$ cat src/rtl/tct_pkg.sv
package tct_pkg;
  typedef enum logic [1:0] {
    LS_INV = 2'd0,
    LS_SHR = 2'd1,
    LS_MOD = 2'd2
  } line_state_e;
endpackage

$ cat src/rtl/tct_match.sv
// Fully associative tag compare: finds the valid line holding a line address.
module tct_match #(
  parameter int N     = 4,
  parameter int TAG_W = 12,
  localparam int IDX_W = $clog2(N)
) (
  input  logic [TAG_W-1:0] tags_i [N],
  input  logic [N-1:0]     valid_i,
  input  logic [TAG_W-1:0] key_i,
  output logic             hit_o,
  output logic [IDX_W-1:0] idx_o
);
  logic [N-1:0] eq;

  for (genvar g = 0; g < N; g++) begin : g_cmp
    assign eq[g] = valid_i[g] && (tags_i[g] == key_i);
  end

  always_comb begin
    idx_o = '0;
    for (int i = N - 1; i >= 0; i--) begin
      if (eq[i]) idx_o = IDX_W'(i);
    end
  end

  assign hit_o = |eq;
endmodule

$ cat src/rtl/tct_victim.sv
// Picks the lowest-numbered line with no tracking flag set.
module tct_victim #(
  parameter int N = 4,
  localparam int IDX_W = $clog2(N)
) (
  input  logic [N-1:0]     busy_i,
  output logic             found_o,
  output logic [IDX_W-1:0] idx_o
);
  always_comb begin
    idx_o = '0;
    for (int i = N - 1; i >= 0; i--) begin
      if (!busy_i[i]) idx_o = IDX_W'(i);
    end
  end

  assign found_o = ~&busy_i;
endmodule

$ cat src/rtl/tct_nest.sv
// Transaction nesting depth; flattened so that only the outermost level counts.
module tct_nest #(
  parameter int DEPTH_W = 3
) (
  input  logic               clk,
  input  logic               rst_n,
  input  logic               begin_i,
  input  logic               commit_i,
  input  logic               flush_i,
  output logic               active_o,
  output logic               outer_o,
  output logic [DEPTH_W-1:0] depth_o
);
  localparam logic [DEPTH_W-1:0] DMAX = '1;
  localparam logic [DEPTH_W-1:0] DONE = DEPTH_W'(1);

  logic [DEPTH_W-1:0] depth_q, depth_d;
  logic               depth_en;

  always_comb begin
    depth_d = depth_q;
    if (flush_i)                               depth_d = '0;
    else if (begin_i && (depth_q != DMAX))     depth_d = depth_q + DONE;
    else if (commit_i && (depth_q != '0))      depth_d = depth_q - DONE;
  end

  assign depth_en = flush_i | begin_i | commit_i;

  always_ff @(posedge clk or negedge rst_n) begin
    if (!rst_n)        depth_q <= '0;
    else if (depth_en) depth_q <= depth_d;
  end

  assign active_o = (depth_q != '0);
  assign outer_o  = commit_i && (depth_q == DONE);
  assign depth_o  = depth_q;
endmodule

$ cat src/rtl/tct_top.sv
module tct_top #(
  parameter int N       = 4,
  parameter int LINE_W  = 12,
  parameter int DEPTH_W = 3,
  localparam int IDX_W  = $clog2(N)
) (
  input  logic              clk,
  input  logic              rst_n,
  input  logic              cfg_lazy_i,
  input  logic              cfg_stall_i,
  input  logic              tx_begin_i,
  input  logic              tx_commit_i,
  input  logic              tx_abort_i,
  input  logic              acc_valid_i,
  input  logic              acc_write_i,
  input  logic [LINE_W-1:0] acc_line_i,
  input  logic              snp_valid_i,
  input  logic              snp_inval_i,
  input  logic [LINE_W-1:0] snp_line_i,
  output logic              acc_hit_o,
  output logic              snp_resp_valid_o,
  output logic              snp_nack_o,
  output logic              snp_dirty_o,
  output logic              tx_abort_o,
  output logic              commit_done_o
);
  import tct_pkg::*;

  // reset: asserted asynchronously, released on the clock
  logic rst_s1, rst_sync_n;
  always_ff @(posedge clk or negedge rst_n) begin
    if (!rst_n) begin
      rst_s1     <= 1'b0;
      rst_sync_n <= 1'b0;
    end else begin
      rst_s1     <= 1'b1;
      rst_sync_n <= rst_s1;
    end
  end

  line_state_e       st_q  [N];
  line_state_e       st_d  [N];
  logic [LINE_W-1:0] tag_q [N];
  logic [LINE_W-1:0] tag_d [N];
  logic [N-1:0]      rd_q, rd_d, wr_q, wr_d, valid_v;
  logic              pend_q, pend_d;

  for (genvar g = 0; g < N; g++) begin : g_valid
    assign valid_v[g] = (st_q[g] != LS_INV);
  end

  // lookups
  logic             a_hit, s_hit, v_found;
  logic [IDX_W-1:0] a_hidx, s_idx, v_idx, a_idx;

  tct_match #(.N(N), .TAG_W(LINE_W)) u_amatch (
    .tags_i(tag_q), .valid_i(valid_v), .key_i(acc_line_i),
    .hit_o(a_hit), .idx_o(a_hidx));

  tct_match #(.N(N), .TAG_W(LINE_W)) u_smatch (
    .tags_i(tag_q), .valid_i(valid_v), .key_i(snp_line_i),
    .hit_o(s_hit), .idx_o(s_idx));

  tct_victim #(.N(N)) u_victim (
    .busy_i(rd_q | wr_q), .found_o(v_found), .idx_o(v_idx));

  // nesting
  logic               active, outer_commit, abort_all;
  logic [DEPTH_W-1:0] nest_depth;

  tct_nest #(.DEPTH_W(DEPTH_W)) u_nest (
    .clk(clk), .rst_n(rst_sync_n),
    .begin_i(tx_begin_i), .commit_i(tx_commit_i), .flush_i(abort_all),
    .active_o(active), .outer_o(outer_commit), .depth_o(nest_depth));

  // conflict decision
  logic s_rd, s_wr, conflict, refuse, snp_apply;
  logic cap_abort, eager_abort, lazy_abort, req_abort, commit_ok, acc_do;

  assign s_rd      = s_hit && rd_q[s_idx];
  assign s_wr      = s_hit && wr_q[s_idx];
  assign conflict  = snp_valid_i && active && (s_wr || (snp_inval_i && s_rd));
  assign refuse    = conflict && cfg_stall_i;
  assign snp_apply = snp_valid_i && s_hit && !refuse;

  assign cap_abort   = acc_valid_i && active && !a_hit && !v_found;
  assign eager_abort = conflict && !cfg_lazy_i && !cfg_stall_i;
  assign lazy_abort  = outer_commit && (pend_q || (conflict && cfg_lazy_i));
  assign req_abort   = tx_abort_i && active;
  assign abort_all   = cap_abort || eager_abort || lazy_abort || req_abort;
  assign commit_ok   = outer_commit && !abort_all;

  assign acc_do = acc_valid_i && (a_hit || v_found);
  assign a_idx  = a_hit ? a_hidx : v_idx;

  // line next state
  always_comb begin
    st_d   = st_q;
    tag_d  = tag_q;
    rd_d   = rd_q;
    wr_d   = wr_q;
    pend_d = pend_q;
    if (snp_apply) begin
      if (snp_inval_i)                st_d[s_idx] = LS_INV;
      else if (st_q[s_idx] == LS_MOD) st_d[s_idx] = LS_SHR;
    end
    if (abort_all) begin
      for (int i = 0; i < N; i++) begin
        if (wr_q[i]) st_d[i] = LS_INV;
      end
      rd_d   = '0;
      wr_d   = '0;
      pend_d = 1'b0;
    end else begin
      if (acc_do) begin
        tag_d[a_idx] = acc_line_i;
        if (acc_write_i)  st_d[a_idx] = LS_MOD;
        else if (!a_hit)  st_d[a_idx] = LS_SHR;
        if (active && acc_write_i)  wr_d[a_idx] = 1'b1;
        if (active && !acc_write_i) rd_d[a_idx] = 1'b1;
      end
      if (conflict && cfg_lazy_i) pend_d = 1'b1;
      if (commit_ok) begin
        rd_d   = '0;
        wr_d   = '0;
        pend_d = 1'b0;
      end
    end
  end

  logic line_en;
  assign line_en = acc_valid_i | snp_valid_i | abort_all | commit_ok;

  always_ff @(posedge clk or negedge rst_sync_n) begin
    if (!rst_sync_n) begin
      for (int i = 0; i < N; i++) begin
        st_q[i]  <= LS_INV;
        tag_q[i] <= '0;
      end
      rd_q   <= '0;
      wr_q   <= '0;
      pend_q <= 1'b0;
    end else if (line_en) begin
      st_q   <= st_d;
      tag_q  <= tag_d;
      rd_q   <= rd_d;
      wr_q   <= wr_d;
      pend_q <= pend_d;
    end
  end

  // registered outputs
  logic hit_d, rv_d, nack_d, dirty_d;
  assign hit_d   = acc_valid_i && a_hit;
  assign rv_d    = snp_valid_i;
  assign nack_d  = refuse;
  assign dirty_d = snp_valid_i && s_hit && (st_q[s_idx] == LS_MOD) && !refuse;

  always_ff @(posedge clk or negedge rst_sync_n) begin
    if (!rst_sync_n) begin
      acc_hit_o        <= 1'b0;
      snp_resp_valid_o <= 1'b0;
      snp_nack_o       <= 1'b0;
      snp_dirty_o      <= 1'b0;
      tx_abort_o       <= 1'b0;
      commit_done_o    <= 1'b0;
    end else begin
      acc_hit_o        <= hit_d;
      snp_resp_valid_o <= rv_d;
      snp_nack_o       <= nack_d;
      snp_dirty_o      <= dirty_d;
      tx_abort_o       <= abort_all;
      commit_done_o    <= commit_ok;
    end
  end
endmodule

$ cat config.mk
export PLATFORM = sky130hd
export DESIGN_NAME = tct_top
export DESIGN_NICKNAME = d
export VERILOG_FILES = /design/src/rtl/tct_pkg.sv /design/src/rtl/tct_match.sv /design/src/rtl/tct_victim.sv /design/src/rtl/tct_nest.sv /design/src/rtl/tct_top.sv
export SDC_FILE = /design/constraint.sdc
export NUM_CORES = 1
export LEC_CHECK = 0
export BUFFER_PORTS_ARGS = -buffer_cell sky130_fd_sc_hd__buf_4
export CORE_AREA = 2 2 93 95
export DETAILED_ROUTE_END_ITERATION = 16
export DIE_AREA = 0 0 95 97
export PLACE_DENSITY = 0.85
export REMOVE_ABC_BUFFERS = 1
export SLEW_MARGIN = 5
export SYNTH_ARGS = -nofsm -noshare
export SYNTH_HDL_FRONTEND = slang
export SYNTH_SLANG_ARGS = --single-unit
export TNS_END_PERCENT = 1
$ cat constraint.sdc
create_clock -name clk -period 3.28 [get_ports clk]
set_input_delay 0.82 -clock clk [delete_from_list [all_inputs] [get_ports clk]]
set_output_delay 0.82 -clock clk [all_outputs]
set_load 0.005 [all_outputs]
---- Yosys cells after proc, flatten, opt, wreduce, memory -nomap -nowiden ----
Cells that the tools add are included.
word-level totals
  register bits after elaboration ......... 76
  output and inout port bits .............. 6
operators by class
  add/sub/neg operators ................... 2
  magnitude comparators ................... 7
  equal/unequal tests ..................... 11
  mux-type cells .......................... 54
  bitwise operators ....................... 22
  reduce and logical (&&, ||, !) cells .... 68
operator list
  cell                  count
  $eq A12 B12 Y1        8
  $mux W8               7
  $bwmux W48            1
  $mux W2               21
  $logic_and A1 B1 Y1   37
  $mux W4               8
  $demux W12 S2         1
  $or A4 B4 Y4          6
  $reduce_bool A3 Y1    6
  $and A4 B4 Y4         3
  $mux W12              1
  $not A4 Y4            3
  $mux W3               3
  $reduce_and A3 Y1     3
  $and A8 B8 Y8         1
  $demux W2 S2          2
  $not A8 Y8            1
  $reduce_bool A2 Y1    4
  $reduce_or A4 Y1      2
  $logic_not A1 Y1      7
  $ge A3 B3 Y1 const B  2
  $logic_or A1 B1 Y1    6
  $lt A2 B3 Y1 const B  2
  $lt A3 B1 Y1 const B  2
  other kinds (15)      27

---- Longest topological paths before layout ----
Gate-level depths: netlist (run 1).
  depth after elaboration ................. 21
  mapped depth ............................ 13
  gate-level depth less buffers ........... 11

---- Modules after synthesis ----
From an unflattened synthesis (run 1), not the netlist that was laid out.
unflattened totals
  cell total of the unflattened synthesis .. 482
  area, all modules ....................... 5,036.1 um2
modules (own cells, without submodules)
  module      instances  cells each  area an instance (um2)
  tct_top     1          275         3,334.4
  tct_match   2          87          706.9
  tct_nest    1          28          259.0
  tct_victim  1          5           28.8

---- Worst setup path before layout (run 1) ----
No wires, ideal clock.
  kind .................................... input to register
  start ................................... in acc_line_i[1]
  end ..................................... reg tag_q[0] in the netlist's numbering
  arrival time ............................ 3,262 ps
  setup slack ............................. -107 ps
  cell stages on the path ................. 12
  path buffers ............................ 2
  cell sequence ........................... buf_4 > xor2_1 > nor4_1 > nand4_1 > or4_4 > or4b_1 > o211a_1 > o31ai_4 > nor2_8 > nand3_4 > buf_6 > mux2_4
on the way
  cells in the longest elaborated chain, start to end .. 13
  elaborated cells between the ends (all ways) .. 35
RTL lines
  what                                                                                  RTL line                          source
  start, declared                                                                       tct_top.sv:16                     input logic [LINE_W-1:0] acc_line_i,
  $eq A12 B12 Y1                                                                        tct_match.sv:16                   assign eq[g] = valid_i[g] && (tags_i[g] == key_i);
  $logic_and A1 B1 Y1                                                                   tct_match.sv:16
  $mux W2 / $reduce_or A4 Y1 (equally long branches)                                    tct_match.sv:22, tct_match.sv:26
  $mux W2 / $logic_not A1 Y1 (equally long branches)                                    n/a
  $mux W2 / $logic_and A1 B1 Y1 (equally long branches) (2 in a row)                    tct_match.sv:22, tct_top.sv:86
  $mux W2 / $logic_or A1 B1 Y1 (equally long branches)                                  tct_top.sv:94, tct_top.sv:90
  $not A2 Y3 (not written as such) / $logic_or A1 B1 Y1 (equally long branches)         tct_top.sv:116, tct_top.sv:90
  $ge A3 B3 Y1 (not written as such), or another cell as far along                      tct_top.sv:116                    tag_d[a_idx] = acc_line_i;
  $logic_and A1 B1 Y1 (not written as such) / $logic_not A1 Y1 (equally long branches)  tct_top.sv:116, tct_top.sv:91
  $mux W12 (not written as such) / $logic_and A1 B1 Y1 (equally long branches)          tct_top.sv:116, tct_top.sv:91
  $demux W12 S2 / $or A1 B1 Y1 (equally long branches)                                  tct_top.sv:116, tct_top.sv:132
  $bwmux W48 / $reduce_and A3 Y1 (equally long branches)                                n/a
  end signal, assigned                                                                  tct_top.sv:145                    tag_q <= tag_d;
  end, declared                                                                         tct_top.sv:43                     logic [LINE_W-1:0] tag_q [N];
Several ways; a longest one is shown, not always the timed one.
A chain may end at the register's enable or synchronous reset.

---- Final worst setup path (run 1) ----
  start ................................... in snp_line_i[5]
  end ..................................... reg tag_q[7] in the netlist's numbering
on the way
  cells in the longest elaborated chain, start to end .. 21
  elaborated cells between the ends (all ways) .. 36
RTL lines
  what                                                              RTL line                      source
  start, declared                                                   tct_top.sv:19                 input logic [LINE_W-1:0] snp_line_i,
  $eq A12 B12 Y1                                                    tct_match.sv:16
  $logic_and A1 B1 Y1                                               tct_match.sv:16
  $mux W2 (4 in a row)                                              tct_match.sv:22               if (eq[i]) idx_o = IDX_W'(i);
  $bmux W1 S2                                                       tct_top.sv:80                 assign s_rd = s_hit && rd_q[s_idx];
  $mux W1 (not written as such)                                     tct_top.sv:80
  $logic_and A1 B1 Y1                                               tct_top.sv:80
  $logic_and A1 B1 Y1                                               tct_top.sv:82                 assign conflict = snp_valid_i && active && (s_wr || (snp_inval_i && s_rd));
  $logic_or A1 B1 Y1 *                                              tct_top.sv:82
  $logic_and A1 B1 Y1 *                                             tct_top.sv:82
  $logic_and A1 B1 Y1, on equally long branches                     tct_top.sv:87, tct_top.sv:88
  $logic_and A1 B1 Y1 / $logic_or A1 B1 Y1 (equally long branches)  tct_top.sv:87, tct_top.sv:88
  $logic_or A1 B1 Y1 / $logic_and A1 B1 Y1 (equally long branches)  tct_top.sv:90, tct_top.sv:88
  $logic_or A1 B1 Y1 * (2 in a row)                                 tct_top.sv:90                 assign abort_all = cap_abort || eager_abort || lazy_abort || req_abort;
  $logic_not A1 Y1                                                  tct_top.sv:91                 assign commit_ok = outer_commit && !abort_all;
  $logic_and A1 B1 Y1                                               tct_top.sv:91
  $or A1 B1 Y1                                                      tct_top.sv:132                assign line_en = acc_valid_i | snp_valid_i | abort_all | commit_ok;
  $reduce_and A3 Y1 (no line) *                                     n/a
Mark *: on every way between the ends. The rest lies on a longest branch, timed or not. The select of a mux whose other input is x is not followed.

==> results of run 1 <==
Yosys cell counts, types with 6 or more instances:
master    count
dfrtp_1      76
xor2_1       68
nor2_1       39
mux2_1       29
xnor2_1      29
nand2_1      25
o21ai_0      17
nor3_1       16
a21oi_1      14
inv_1        13
nor4_1       11
mux2_4       10
nand4_1      10
clkbuf_1      9
mux2_2        9
buf_2         7
o21a_1        6
flip-flops by register name, indices dropped and copies added, names as in the netlist, 3 cells and up:
name,flops
tag_q,48
st_q,8
wr_q,4
rd_q,4
u_nest.depth_o,3
critical path, cell delays in order:
cell       delay [ns]
buf_4            0.14
xor2_1           0.18
nor4_2           0.38
nand4_2          0.25
nor3b_1          0.21
o31a_1           0.29
a2bb2oi_2        0.16
o31ai_4          0.32
nor2_8           0.09
buf_12           0.14
nand3_4          0.15
mux2_2           0.35
kinds of logic after synthesis:
| family | Yosys count | synth area share |
|---|---|---|
| mux | 48 | 0.1190 |
| flops | 76 | 0.3915 |
| xor+xnor | 97 | 0.1749 |
| buf+inv | 34 | 0.03503 |
| fa+ha+maj | 5 | 0.01288 |
| compound gates | 73 | 0.1066 |
| other cells | 1 | 0.0007721 |
| simple gates | 139 | 0.1592 |
metal layers:
metal	track usage	vias to the layer above	wire [µm]
met5	0	-	0
met4	0.1449	0	694
met3	0.05374	64	901
met2	0.5134	205	6911
met1	0.3658	2041	5198
li1	-	1857	-
area by class of cell:
class                           count  area share
Timing Repair Buffer              110      0.1459
Tap cell                          105     0.02178
Multi-Input combinational cell    364      0.4755
Sequential cell                    76      0.3156
Inverter                           13    0.008091
Clock buffer                        9     0.02054
Clock inverter                      7     0.01266
path summary, 6_finish.rpt:
path | start | to | slack, ns | depth (start not counted)
worst min register to register | rst_s1$_DFF_PN0_ | rst_sync_n$_DFF_PN0_ | 0.36 | 0
worst max-delay path | snp_line_i[5] | tag_q[7]$_DFFE_PN0P_ | 0.05 | 12
worst min-delay path | rst_n | rst_sync_n$_DFF_PN0_ | 0.23 | 1
max in group asynchronous | rst_sync_n$_DFF_PN0_ | tag_q[5]$_DFFE_PN0P_ | 2.17 | 1
min in group clk | rst_s1$_DFF_PN0_ | rst_sync_n$_DFF_PN0_ | 0.36 | 0
worst max register to register | tag_q[17]$_DFFE_PN0P_ | tag_q[7]$_DFFE_PN0P_ | 0.16 | 11
stage by stage:
stage | TNS (ns) | hold WS, ns | setup WS, ns | std cells | power [µW]
final | 0 | 0.2263 | 0.04614 | 684 | 4400
after global routing | -0.03274 | 0.2211 | -0.02736 | 684 | 4626
after CTS | 0 | 0.2202 | 0.02817 | 681 | 4288
after detailed placement | -21.33 | 0.3449 | -0.4071 | 665 | 3527
after global placement | -12.34 | 0.3401 | -0.2402 | 665 | 3403
after floorplan | -10.03 | 0.3312 | -0.2335 | 452 | 2788
repair_timing:
item | CTS | global route
resized for setup | 3 | 14
cloned | 0 | 1
buffers inserted | 0 | 2
pin swaps | 1 | 9
setup endpoints to repair | 22 | 65
where the power goes:
part	switching, µW	internal (µW)	total (µW)	leakage (µW)
Clock	397	355	752	0.0000958
Sequential	387	1270	1660	0.000974
Combinational	1020	971	1990	0.00175
==> results.py, run 1 <==
metrics = {
    "synthesis": {
        "synth_area_leaders": "dfrtp_1 (39%), xor2_1 (12%), mux2_1 (6.7%)",
        "synth_edf_count": 0,
        "ys_seq_elements": 76,
        "yosys.area.top_type": "dfrtp_1",
        "synthCells": 473,
        "syn_avg_cell_area_um2": 10.27,
        "syn-cell-area_mm2": 0.004857,
        "yosysUniqueCellTypes": 64,
        "synth-async-reset-ratio": 1.000,
        "synth_seq_area_share": 0.3916,
        "synth_top_area_frac": 0.3916,
        "synth_warnings": 0,
        "synth_top_flop_cell": "dfrtp_1",
    },
    "finish": {
        "syn2layout_area_growth_pct": 24.16,
        "drive_gt1_frac": 0.3005,
        "layout_commonest_cell": "buf_4",
        "multi_input_area_mm2": 0.002868,
        "fin_nets": 614,
        "fin_util": 0.7414,
        "diodes": 0,
        "finalInstanceArea_mm2": 0.006031,
        "mostFrequentLayoutCells": "buf_4 (105), dfrtp_1 (75), xor2_1 (67)",
        "register_area_mm2": 0.001903,
        "fill_cells": 539,
    },
    "placement": {
        "placed_cell_area_mm2": 0.005717,
        "port_buffers": 40,
        "hpwl_um": 9762,
        "place_congestion": 0.9914,
    },
    "routing": {
        "drt_iter0_markers": 275,
        "antenna_left": 0,
        "wire_per_inst_um": 20.04,
        "drc": 0,
        "via_per_inst": 6.092,
        "drt_pass1_iterations": 5,
        "vias": 4167,
        "drt-total-wl_um": 13710,
    },
    "timing": {
        "final_max_slew_viol_count": 0,
        "worst_pin_slew_ns": 0.9571,
        "skew_ns": 0.01574,
        "hold_violations": 0,
        "min_period_ns": 3.234,
        "slew_headroom": 0.3619,
        "post-route-period-util": 0.9859,
        "finalSetupViolCount": 0,
        "max_freq_mhz": 309.2,
    },
    "clocking": {
        "cts_buffer_depth": 2,
        "root_buffer": "clkbuf_8",
        "cts_made_buffers": 9,
        "cts.sinks": 76,
        "clk_pin_slew_ns": 0.08,
        "tritoncts": "yes",
        "hold_buffers": 0,
        "h-tree-depth": 3,
        "clkLatencyLatePin_ns": 0.37,
    },
    "floorplanning": {
        "die_h_um": 97,
        "io_pins": 41,
        "die_w_um": 95,
        "core_mm2": 0.008134,
        "rows": 33,
        "start_util": 0.5971,
        "dieArea_mm2": 0.009215,
    },
    "job": {
        "maxCapViolCount": 0,
    },
    "critical_path": {
        "endpoint_kind": "flip-flop",
        "cp.required_ns": 3.53,
        "crit_type": "in -> reg",
        "worstPathArrival_ns": 3.48,
        "cp_max_fo": 6,
        "start_kind": "input pin",
    },
    "worst_hold_path": {
        "hold_class": "in -> async",
    },
    "global_routing": {
        "grt_pass1_wl_um": 21410,
        "grt_pass1_vias": 4276,
        "grt_usage": 0.3025,
        "grt_max_degree": 75,
        "overflow": 0,
        "grt_antenna_before_repair": 0,
    },
    "power": {
        "leakage_uw": 0.002824,
        "peakVddDrop_uv": 416.3,
        "power.density_mw_per_mm2": 729.6,
    },
    "status": {
        "status": "completed",
    },
}
No activity file was read; power rests on OpenSTA's default activity.
==> inputs of run 2 (changes only) <==
--- a/config.mk
+++ b/config.mk
@@ -5,11 +5,13 @@
 export SDC_FILE = /design/constraint.sdc
 export NUM_CORES = 1
 export LEC_CHECK = 0
+export ABC_AREA = 1
 export BUFFER_PORTS_ARGS = -buffer_cell sky130_fd_sc_hd__buf_4
-export CORE_AREA = 2 2 93 95
+export CORE_AREA = 2 2 104 106
 export DETAILED_ROUTE_END_ITERATION = 16
-export DIE_AREA = 0 0 95 97
+export DIE_AREA = 0 0 106 108
 export PLACE_DENSITY = 0.85
+export RECOVER_POWER = 25
 export REMOVE_ABC_BUFFERS = 1
 export SLEW_MARGIN = 5
 export SYNTH_ARGS = -nofsm -noshare
==> run 2 against run 1 <==
  * Clock power rose by 8.8%
  * Routed wire length up 64%
  * Die area rose by 24%
  * Worst hold slack lost 0.00078 ns
  * Maximum frequency up 8.0%
  * Combinational power is 40% higher
  * The flow now finishes with violations (max-capacitance violations, max-slew violations)
  * Sequential power up 7%
  * Cell count is 83% higher
==> results.py, run 2 <==
metrics = {
    "clocking": {
        "hold_buffers": 0,
        "postCtsSetupBuffers": 0,
        "postCtsResizedCells": 0,
        "cts.sinks": 76,
        "clk_pin_slew_ns": 0.08,
        "cts_made_buffers": 9,
        "clkLatencyLatePin_ns": 0.38,
        "root_buffer": "clkbuf_8",
        "h-tree-depth": 3,
        "tritoncts": "yes",
        "cts_buffer_depth": 2,
    },
    "routing": {
        "vias": 7168,
        "antenna_left": 0,
        "drt_iter0_markers": 1032,
        "drt-total-wl_um": 22430,
        "via_per_inst": 5.716,
        "drc": 0,
        "drt_pass1_iterations": 6,
        "wire_per_inst_um": 17.89,
    },
    "critical_path": {
        "start_kind": "input pin",
        "cp_common_cell": "nand2_1",
        "cp_max_fo": 10,
        "reg2reg_to": "tag_q[15]$_DFFE_PN0P_",
        "crit_family": "simple AND/OR/NAND/NOR gates",
        "max_stage_delay_ns": 0.48,
        "cpMaxStageDelayCell": "nor3_1",
        "crit_buf_inv": 4,
        "cp.required_ns": 3.60,
        "endpoint_kind": "flip-flop",
        "r2r-start": "st_q[1]$_DFFE_PN0P_",
        "crit_chain": "buf_4, inv_1, nand2_1, o21ai_0, nor4_1, nand3_1, nand2_1, nor2_1, nand2_1, nand2_1, inv_1, nand2_1, nor3_1, nand4_1, nand2_1, nand2_1, inv_1",
        "worstPathArrival_ns": 3.31,
        "worst_r2r_path_depth": 20,
        "ff2ff_setup_slack_ns": 0.35,
        "crit_type": "in -> reg",
    },
    "placement": {
        "hpwl_um": 17880,
        "placed_cell_area_mm2": 0.006746,
        "place_congestion": 1.146,
        "pre_cts_slack_ns": 0.02534,
        "port_buffers": 40,
    },
    "timing": {
        "post-route-period-util": 0.9125,
        "worst_hold_slack_ns": 0.2255,
        "slew_headroom": -0.07349,
        "min_period_ns": 2.993,
        "worst_pin_slew_ns": 1.610,
        "max_freq_mhz": 334.1,
        "hold_violations": 0,
        "setup_ws_ns": 0.2870,
        "final_max_slew_viol_count": 75,
        "finalSetupViolCount": 0,
        "rsz0062_at_grt": "no",
        "skew_ns": 0.01260,
    },
    "finish": {
        "multi_input_area_mm2": 0.003595,
        "fill_cells": 980,
        "fin_nets": 1154,
        "drive_gt1_frac": 0.1064,
        "largest_reg_flops": 48,
        "largest-register": "tag_q",
        "layout_commonest_cell": "nand2_1",
        "syn2layout_area_growth_pct": 12.06,
        "mostFrequentLayoutCells": "nand2_1 (417), nor2_1 (139), inv_1 (122)",
        "reg_top3": "tag_q (48), st_q (8)",
        "fin_util": 0.6795,
        "finalInstanceArea_mm2": 0.006952,
        "register_area_mm2": 0.001903,
        "diodes": 0,
    },
    "floorplanning": {
        "die_w_um": 106,
        "rows": 37,
        "start_util": 0.6063,
        "die_h_um": 108,
        "io_pins": 41,
        "core_mm2": 0.01023,
        "dieArea_mm2": 0.01145,
    },
    "synthesis": {
        "synth_area_leaders": "dfrtp_1 (31%), nand2_1 (25%), nand3_1 (9.1%)",
        "yosys-top-cells-count": "nand2_1 (417), nor2_1 (139), inv_1 (122), nand3_1 (113), dfrtp_1 (76)",
        "synthCells": 1062,
        "synth_top_flop_cell": "dfrtp_1",
        "ys_seq_elements": 76,
        "yosysUniqueCellTypes": 36,
        "synth_top_area_frac": 0.3066,
        "syn-cell-area_mm2": 0.006203,
        "synth-async-reset-ratio": 1.000,
        "yosysMostFrequentCell": "nand2_1",
        "yosys.area.top_type": "dfrtp_1",
        "synth_seq_area_share": 0.3066,
        "syn_avg_cell_area_um2": 5.841,
        "synth_warnings": 0,
        "synth_edf_count": 0,
    },
    "power": {
        "peakVddDrop_uv": 625.7,
        "p_total_uw": 5389,
        "power.density_mw_per_mm2": 775.3,
        "leakage_uw": 0.003947,
    },
    "global_routing": {
        "grt_antenna_before_repair": 0,
        "busiest_layer": "met2",
        "grt_usage": 0.4076,
        "grt_use_met1": 0.5667,
        "grt_pass1_vias": 6811,
        "grt_pass1_wl_um": 35130,
        "use_met3": 0.1157,
        "use_met2": 0.5806,
        "overflow": 0,
        "grt_max_degree": 75,
    },
    "status": {
        "violations": "max-capacitance violations, max-slew violations",
        "status": "finished, violations left",
    },
    "worst_hold_path": {
        "hold_class": "in -> async",
    },
    "job": {
        "maxCapViolCount": 1,
    },
}
run 2: layout make-up:
cell class,count,share of cell area
Tap cell,136,0.02448
Timing Repair Buffer,71,0.07559
Clock inverter,4,0.01062
Sequential cell,76,0.2738
Multi-Input combinational cell,812,0.5171
Clock buffer,11,0.02034
Inverter,144,0.07811
run 2: how the worst max path moves through the flow:
stage                         startpoint                     to  slack (ns)  cells past startpoint
final                      acc_line_i[6]    st_q[3]$_DFFE_PN0P_        0.29                     17
after global routing       snp_line_i[0]  tag_q[12]$_DFFE_PN0P_        0.06                     22
after CTS                 snp_line_i[11]  tag_q[15]$_DFFE_PN0P_        0.40                     22
after detailed placement  snp_line_i[11]   tag_q[4]$_DFFE_PN0P_        0.03                     22
after global placement    snp_line_i[11]    st_q[5]$_DFFE_PN0P_        0.08                     23
after floorplan            snp_line_i[3]   tag_q[0]$_DFFE_PN0P_       -0.07                     20
run 2: cells by family (layout without fill, tap and decap cells):
logic type	count (synthesis)	in the layout	synth area share
AO/OA/AOI/OAI	40	40	0.03469
XOR/XNOR	20	20	0.02824
adder cells (fa/ha/maj)	5	5	0.01008
buffers and inverters	174	230	0.1140
flip-flops	76	76	0.3066
other	1	1	0.0006045
AND/OR/NAND/NOR	746	746	0.5059
run 2: through the flow:
stage	std cells	TNS (ns)
3_5_place_dp	1239	0
6_report	1254	0
3_3_place_gp	1239	0
5_1_grt	1254	0
4_1_cts	1254	0
2_1_floorplan	1032	-3.549
run 2: per-layer routing:
metal | part of all wire | vias to the layer above
li1 | - | 3394
met1 | 0.41 | 3226
met4 | 0.046 | 0
met3 | 0.14 | 77
met2 | 0.40 | 471
met5 | 0 | -
run 2: report_power, final:
part / total [µW] / switching, µW / internal, µW
logic: 2790 / 1850 / 940
registers: 1780 / 499 / 1280
clock network: 818 / 372 / 446
